### src/rtl/baud_gen_pkg.sv
`timescale 1ns/1ps
package baud_gen_pkg;
    localparam int unsigned CTL_W     = 8;
    localparam int unsigned PRE_W     = 2;
    localparam int unsigned SEL_W     = 3;
    localparam int unsigned PRE_CNT_W = 4;
    localparam int unsigned NUM_PATHS = 2;
    localparam int unsigned RX_PATH   = 0;
    localparam int unsigned TX_PATH   = 1;

    typedef struct packed {
        logic [PRE_W-1:0] pre;
        logic [SEL_W-1:0] tx_sel;
        logic [SEL_W-1:0] rx_sel;
    } baud_ctl_t;

    // last count value of the prescaler (divisor minus one)
    function automatic logic [PRE_CNT_W-1:0] pre_last(input logic [PRE_W-1:0] code);
        logic [PRE_CNT_W-1:0] r;
        case (code)
            2'd0:    r = PRE_CNT_W'(0);
            2'd1:    r = PRE_CNT_W'(2);
            2'd2:    r = PRE_CNT_W'(3);
            default: r = PRE_CNT_W'(12);
        endcase
        return r;
    endfunction
endpackage

### src/rtl/baud_ctl_reg.sv
`timescale 1ns/1ps
module baud_ctl_reg
    import baud_gen_pkg::*;
(
    input  logic             clk_i,
    input  logic             rst_ni,
    input  logic             wr_i,
    input  logic [CTL_W-1:0] wdata_i,
    input  logic             busy_i,
    output baud_ctl_t        ctl_o,
    output logic             restart_o
);
    typedef struct packed {
        baud_ctl_t ctl;
    } reg_state_t;

    reg_state_t s_d, s_q;
    logic       accept;

    always_comb begin
        accept = wr_i && !busy_i;
        s_d    = s_q;
        if (accept) begin
            s_d.ctl = baud_ctl_t'(wdata_i);
        end
    end

    always_ff @(posedge clk_i or negedge rst_ni) begin
        if (!rst_ni) s_q <= '0;
        else         s_q <= s_d;
    end

    assign ctl_o     = s_q.ctl;
    assign restart_o = accept;


    locked_write_ignored_chk: assert property (@(posedge clk_i) disable iff (!rst_ni)
        (wr_i && busy_i) |=> $stable(ctl_o));


    open_write_lands_chk: assert property (@(posedge clk_i) disable iff (!rst_ni)
        (wr_i && !busy_i) |=> (ctl_o == $past(wdata_i)));
endmodule

### src/rtl/baud_prescaler.sv
`timescale 1ns/1ps
module baud_prescaler
    import baud_gen_pkg::*;
(
    input  logic             clk_i,
    input  logic             rst_ni,
    input  logic             clr_i,
    input  logic [PRE_W-1:0] code_i,
    output logic             stb_o
);
    typedef struct packed {
        logic [PRE_CNT_W-1:0] cnt;
    } pre_state_t;

    pre_state_t           s_d, s_q;
    logic [PRE_CNT_W-1:0] last;

    always_comb begin
        last  = pre_last(code_i);
        stb_o = (s_q.cnt == last);
        s_d   = s_q;
        if (clr_i)      s_d.cnt = '0;
        else if (stb_o) s_d.cnt = '0;
        else            s_d.cnt = s_q.cnt + PRE_CNT_W'(1);
    end

    always_ff @(posedge clk_i or negedge rst_ni) begin
        if (!rst_ni) s_q <= '0;
        else         s_q <= s_d;
    end


    pre_cnt_range_chk: assert property (@(posedge clk_i) disable iff (!rst_ni)
        s_q.cnt <= pre_last(code_i));
endmodule

### src/rtl/baud_pow2_div.sv
`timescale 1ns/1ps
module baud_pow2_div #(
    parameter int unsigned SEL_W = 3
) (
    input  logic             clk_i,
    input  logic             rst_ni,
    input  logic             clr_i,
    input  logic             stb_i,
    input  logic [SEL_W-1:0] sel_i,
    output logic             stb_o
);
    localparam int unsigned CNT_W = (1 << SEL_W) - 1;

    typedef struct packed {
        logic [CNT_W-1:0] cnt;
    } div_state_t;

    div_state_t       s_d, s_q;
    logic [CNT_W-1:0] mask;
    logic             hit;

    always_comb begin
        mask  = ~({CNT_W{1'b1}} << sel_i);
        hit   = (s_q.cnt == mask);
        stb_o = stb_i && hit;
        s_d   = s_q;
        if (clr_i) begin
            s_d.cnt = '0;
        end else if (stb_i) begin
            s_d.cnt = hit ? '0 : s_q.cnt + CNT_W'(1);
        end
    end

    always_ff @(posedge clk_i or negedge rst_ni) begin
        if (!rst_ni) s_q <= '0;
        else         s_q <= s_d;
    end


    div_cnt_bounded_chk: assert property (@(posedge clk_i) disable iff (!rst_ni)
        (s_q.cnt & ~mask) == '0);
endmodule

### src/rtl/baud_gen.sv
`timescale 1ns/1ps
module baud_gen
    import baud_gen_pkg::*;
#(
    parameter int unsigned OVS_LOG = 4
) (
    input  logic             clk_i,
    input  logic             rst_ni,
    input  logic             ctl_wr_i,
    input  logic [CTL_W-1:0] ctl_wdata_i,
    output logic [CTL_W-1:0] ctl_rdata_o,
    input  logic             tx_en_i,
    input  logic             rx_en_i,
    output logic             rx_tick16_o,
    output logic             tx_bit_tick_o
);
    localparam int unsigned OVS_SEL_W = $clog2(OVS_LOG + 1);

    typedef struct packed {
        logic rx_tick;
        logic tx_tick;
    } out_state_t;

    out_state_t       s_d, s_q;
    baud_ctl_t        ctl;
    logic             restart;
    logic             busy;
    logic             pre_stb;
    logic             ovs_stb;
    logic [SEL_W-1:0] path_sel [NUM_PATHS];
    logic             path_stb [NUM_PATHS];

    assign busy = tx_en_i || rx_en_i;

    baud_ctl_reg u_ctl (
        .clk_i     (clk_i),
        .rst_ni    (rst_ni),
        .wr_i      (ctl_wr_i),
        .wdata_i   (ctl_wdata_i),
        .busy_i    (busy),
        .ctl_o     (ctl),
        .restart_o (restart)
    );

    baud_prescaler u_pre (
        .clk_i  (clk_i),
        .rst_ni (rst_ni),
        .clr_i  (restart),
        .code_i (ctl.pre),
        .stb_o  (pre_stb)
    );

    assign path_sel[RX_PATH] = ctl.rx_sel;
    assign path_sel[TX_PATH] = ctl.tx_sel;

    for (genvar p = 0; p < NUM_PATHS; p++) begin : g_path
        baud_pow2_div #(.SEL_W(SEL_W)) u_rate (
            .clk_i  (clk_i),
            .rst_ni (rst_ni),
            .clr_i  (restart),
            .stb_i  (pre_stb),
            .sel_i  (path_sel[p]),
            .stb_o  (path_stb[p])
        );
    end

    baud_pow2_div #(.SEL_W(OVS_SEL_W)) u_tx_ovs (
        .clk_i  (clk_i),
        .rst_ni (rst_ni),
        .clr_i  (restart),
        .stb_i  (path_stb[TX_PATH]),
        .sel_i  (OVS_SEL_W'(OVS_LOG)),
        .stb_o  (ovs_stb)
    );

    always_comb begin
        s_d = s_q;
        if (restart) begin
            s_d = '0;
        end else begin
            s_d.rx_tick = path_stb[RX_PATH] && rx_en_i;
            s_d.tx_tick = ovs_stb && tx_en_i;
        end
    end

    always_ff @(posedge clk_i or negedge rst_ni) begin
        if (!rst_ni) s_q <= '0;
        else         s_q <= s_d;
    end

    assign ctl_rdata_o   = ctl;
    assign rx_tick16_o   = s_q.rx_tick;
    assign tx_bit_tick_o = s_q.tx_tick;


    rx_gate_chk: assert property (@(posedge clk_i) disable iff (!rst_ni)
        rx_tick16_o |-> $past(rx_en_i));


    tx_gate_chk: assert property (@(posedge clk_i) disable iff (!rst_ni)
        tx_bit_tick_o |-> $past(tx_en_i));


    tx_single_cycle_chk: assert property (@(posedge clk_i) disable iff (!rst_ni)
        tx_bit_tick_o |=> !tx_bit_tick_o);


    tx_on_rx_chk: assert property (@(posedge clk_i) disable iff (!rst_ni)
        (tx_bit_tick_o && $past(rx_en_i) && (ctl.tx_sel == ctl.rx_sel)) |-> rx_tick16_o);


    restart_quiet_chk: assert property (@(posedge clk_i) disable iff (!rst_ni)
        (ctl_wr_i && !busy) |=> (!rx_tick16_o && !tx_bit_tick_o));
endmodule

### config.mk
export PLATFORM = sky130hd
export DESIGN_NAME = baud_gen
export DESIGN_NICKNAME = d
export VERILOG_FILES = /design/src/rtl/baud_gen_pkg.sv /design/src/rtl/baud_ctl_reg.sv /design/src/rtl/baud_prescaler.sv /design/src/rtl/baud_pow2_div.sv /design/src/rtl/baud_gen.sv
export SDC_FILE = /design/constraint.sdc
export NUM_CORES = 1
export LEC_CHECK = 0
export BUFFER_PORTS_ARGS = -buffer_cell sky130_fd_sc_hd__buf_2
export CAP_MARGIN = 5
export CELL_PAD_IN_SITES_DETAIL_PLACEMENT = 1
export CELL_PAD_IN_SITES_GLOBAL_PLACEMENT = 2
export CORE_AREA = 10 10 91 93
export DETAILED_ROUTE_END_ITERATION = 7
export DIE_AREA = 0 0 101 103
export PLACE_DENSITY_LB_ADDON = 0.1
export SLEW_MARGIN = 20
export SYNTH_ARGS = -nofsm -noshare
export SYNTH_HDL_FRONTEND = slang
export SYNTH_SLANG_ARGS = --single-unit
### constraint.sdc
create_clock -name clk_i -period 2.1 [get_ports clk_i]
set_input_delay 0 -clock clk_i [delete_from_list [all_inputs] [get_ports clk_i]]
set_output_delay 0 -clock clk_i [all_outputs]
set_load 0.02 [all_outputs]
==> run_results.csv <==
group,metric,value,unit
sta,setup_tns,-78.6,ps
setup_path,crit_required,2320,ps
grt,antenna_found_initial,0,
hold_path,hp-class,"in -> async",
placement,io_buffers,22,
setup_path,worstPathArrival,2370,ps
sta,setup_slack,-46.9,ps
clocking,cts.htree.levels,2,
cells_and_area,final_cells,349,
clocking,clk_latency,290,ps
pwr,power.density,979,nW/µm²
sta,whs,346,ps
drt,drtAntennaViolNets,0,
placement,place_inst,328,
cells_and_area,area_growth,31.2,%
cells_and_area,antenna_cells,0,
sta,tightest_slew,840,ps
grt,grt-ovfl-total,0,
clocking,cts.sinks,35,
yosys,ys_seq_area_frac,0.429,
yosys,synth_cells,221,
drt,vias,1840,
die,die_w,101,µm
setup_path,critPathMaxFanout,5,
clocking,cts-root-buf,"clkbuf_8",
drt,via_per_inst,5.27,
grt,grt_max_degree,36,
clocking,clk_pin_slew_worst_paths,80,ps
setup_path,max_stage_delay,520,ps
pwr,power,2.62,mW
yosys,synthTopCellsByArea,"dfrtp_1, nand2_1, xor2_1",
grt,grt_first_pass_wirelength,9.99,mm
die,ios,23,
sta,hold_viol,0,
yosys,yosysTopAreaCellShare,0.429,
sta,min_period_over_period,1.02,
run_status,status,"finished, violations left",
cells_and_area,fill_cells,766,
yosys,synth-seq-cells,35,
drt,drc,0,
clocking,cts_tree,"yes",
pwr,leakagePower,1.17,nW
die,die_h,103,µm
cells_and_area,seqCellArea,880,µm²
sta,slew-limit-headroom,0.440,
yosys,netlist-cell-type-count,48,
drt,drt-total-wl,5.81,mm
setup_path,critical_path.cell_chain,"ha_4, or3_4, a211oi_4, buf_6, nand3_4, or4b_1, a21oi_1",
drt,dr.first_iter.drc_count,39,
sta,setup_violations,3,
setup_path,cp_top_family,"simple AND/OR/NAND/NOR gates",
drt,dr.pass1.iters,3,
sta,fmax,0.466,GHz
setup_path,crit_buf_inv,1,
placement,dp_slack,-96.5,ps
yosys,synth_edf_count,0,
yosys,synth_top_area_cell,"dfrtp_1",
placement,place_area,2340,µm²
setup_path,slowest_stage,"or4b_1",
sta,fin_worst_skew,8.30,ps
yosys,syn-cell-area,2040,µm²
die,std_cell_rows,30,
die,start_util,0.310,
cells_and_area,multiInputGateArea,1210,µm²
clocking,cts_made_buffers,5,
yosys,synth_area_per_cell,9.23,µm²
cells_and_area,fin_nets,287,
setup_path,cp-start-kind,"flop",
drt,wire_per_inst,16.7,µm
yosys,synth-async-reset-ratio,1.00,
placement,place_congestion,0.710,
sta,slew_viol_final,0,
clocking,cts_max_path_buffers,2,
yosys,synthFlopType,"dfrtp_1",
die,core,6570,µm²
sta,rsz0062_at_grt,"true",
grt,grt_pass1_vias,1989,
cells_and_area,drive_gt1_frac,0.279,
grt,grt.total_usage,0.119,
run_status,violations,"negative setup slack",
cells_and_area,utilization,0.407,
sta,fin_crit,2150,ps
flow_run,drv_cap,0,
cells_and_area,post-route-cell-area,2680,µm²
pwr,ir_worst_vdd,0.466,mV
placement,dp_hpwl,3.91,mm
yosys,synth_fp_nets,240,
yosys,synthTopCellsByCount,"dfrtp_1, nand2_1, nor2_1, o21ai_0, nor3_1",
setup_path,crit_path_end_kind,"flop",
setup_path,criticalPathCategory,"reg -> reg",
yosys,yosysMostFrequentCell,"dfrtp_1",
die,dieArea,10400,µm²
yosys,ys_warn_count,0,
[layer usage]
layer,global-route usage,part of all wire
met5,0,0
met2,0.192,0.48
met4,0.0354,0.011
met1,0.152,0.47
met3,0.0328,0.035
[where the power goes]
| part | leakage [nW] | switching (mW) | internal (mW) |
|---|---|---|---|
| Clock | 0.0505 | 0.269 | 0.299 |
| Sequential | 0.464 | 0.184 | 0.794 |
| Combinational | 0.653 | 0.588 | 0.486 |
[flip-flops by register name, indices dropped and copies added, names as in the netlist]
register and cells:
u_pre.s_q 4, rx_tick16_o 1, u_ctl.ctl_o 8, g_path.u_rate.s_q 14, tx_bit_tick_o 1, u_tx_ovs.s_q 7
[what timing repair did]
| item | 4_1_cts | 5_1_grt |
|---|---|---|
| setup endpoints to repair | 7 | 17 |
| hold buffers | 11 | 0 |
| pin swaps | 4 | 4 |
| resized for setup | 7 | 13 |
| buffers inserted | 1 | 0 |
| hold endpoints to repair | 45 | 0 |
| gates cloned | 1 | 0 |
[cell type report]
| class | count | share of cell area |
|---|---|---|
| clock buffers | 7 | 0.0360 |
| clock inverters | 1 | 0.00281 |
| inverters | 2 | 0.00281 |
| multi-input cells | 172 | 0.454 |
| flip-flops and latches | 35 | 0.329 |
| well taps | 80 | 0.0374 |
| repair buffers | 52 | 0.138 |
[worst reg2reg max path, stage by stage, from the launching register on]
cell      delay [ps]
dfrtp_2          450
ha_4             170
or3_4            340
a211oi_4         210
buf_6            150
nand3_4          100
or4b_1           520
a21oi_1          130
[cell families after synthesis]
logic type,count (synthesis),synth area share
buffers and inverters,15,0.0301
adder cells (fa/ha/maj),6,0.0368
multiplexers,2,0.0104
flip-flops,35,0.429
XOR/XNOR,15,0.0644
AND/OR/NAND/NOR,105,0.277
AO/OA/AOI/OAI,43,0.152
[layout by cell type, fill, tap and decap left out, types with 7 or more instances in the layout]
master         synthesis  routed
nor3_1                12      12
xor2_1                10      10
nand2_1               31      31
dfrtp_1               35      32
clkbuf_8               0       7
nor2_1                13      13
buf_4                  0      17
or3_1                  7       7
buf_2                  4      22
dlygate4sd3_1          0      11
o21ai_0               13      12
nand3_1               10      10
[path summary, 6_finish.rpt]
kind / startpoint / to / slack (ps) / cells past startpoint
max in group asynchronous: rst_ni / u_ctl.ctl_o[4]$_DFFE_PN0P_ / 1170 / 2
worst max register to register: u_ctl.ctl_o[7]$_DFFE_PN0P_ / u_tx_ovs.s_q[1]$_DFFE_PN0P_ / -50 / 7
worst min register to register: u_pre.s_q[0]$_DFF_PN0_ / u_pre.s_q[0]$_DFF_PN0_ / 520 / 1
worst max-delay path: u_ctl.ctl_o[7]$_DFFE_PN0P_ / u_tx_ovs.s_q[1]$_DFFE_PN0P_ / -50 / 7
min in group clk_i: ctl_wr_i / u_tx_ovs.s_q[1]$_DFFE_PN0P_ / 350 / 3
worst min-delay path: rst_ni / u_pre.s_q[3]$_DFF_PN0_ / 350 / 2
No activity file was read; power rests on OpenSTA's default activity.
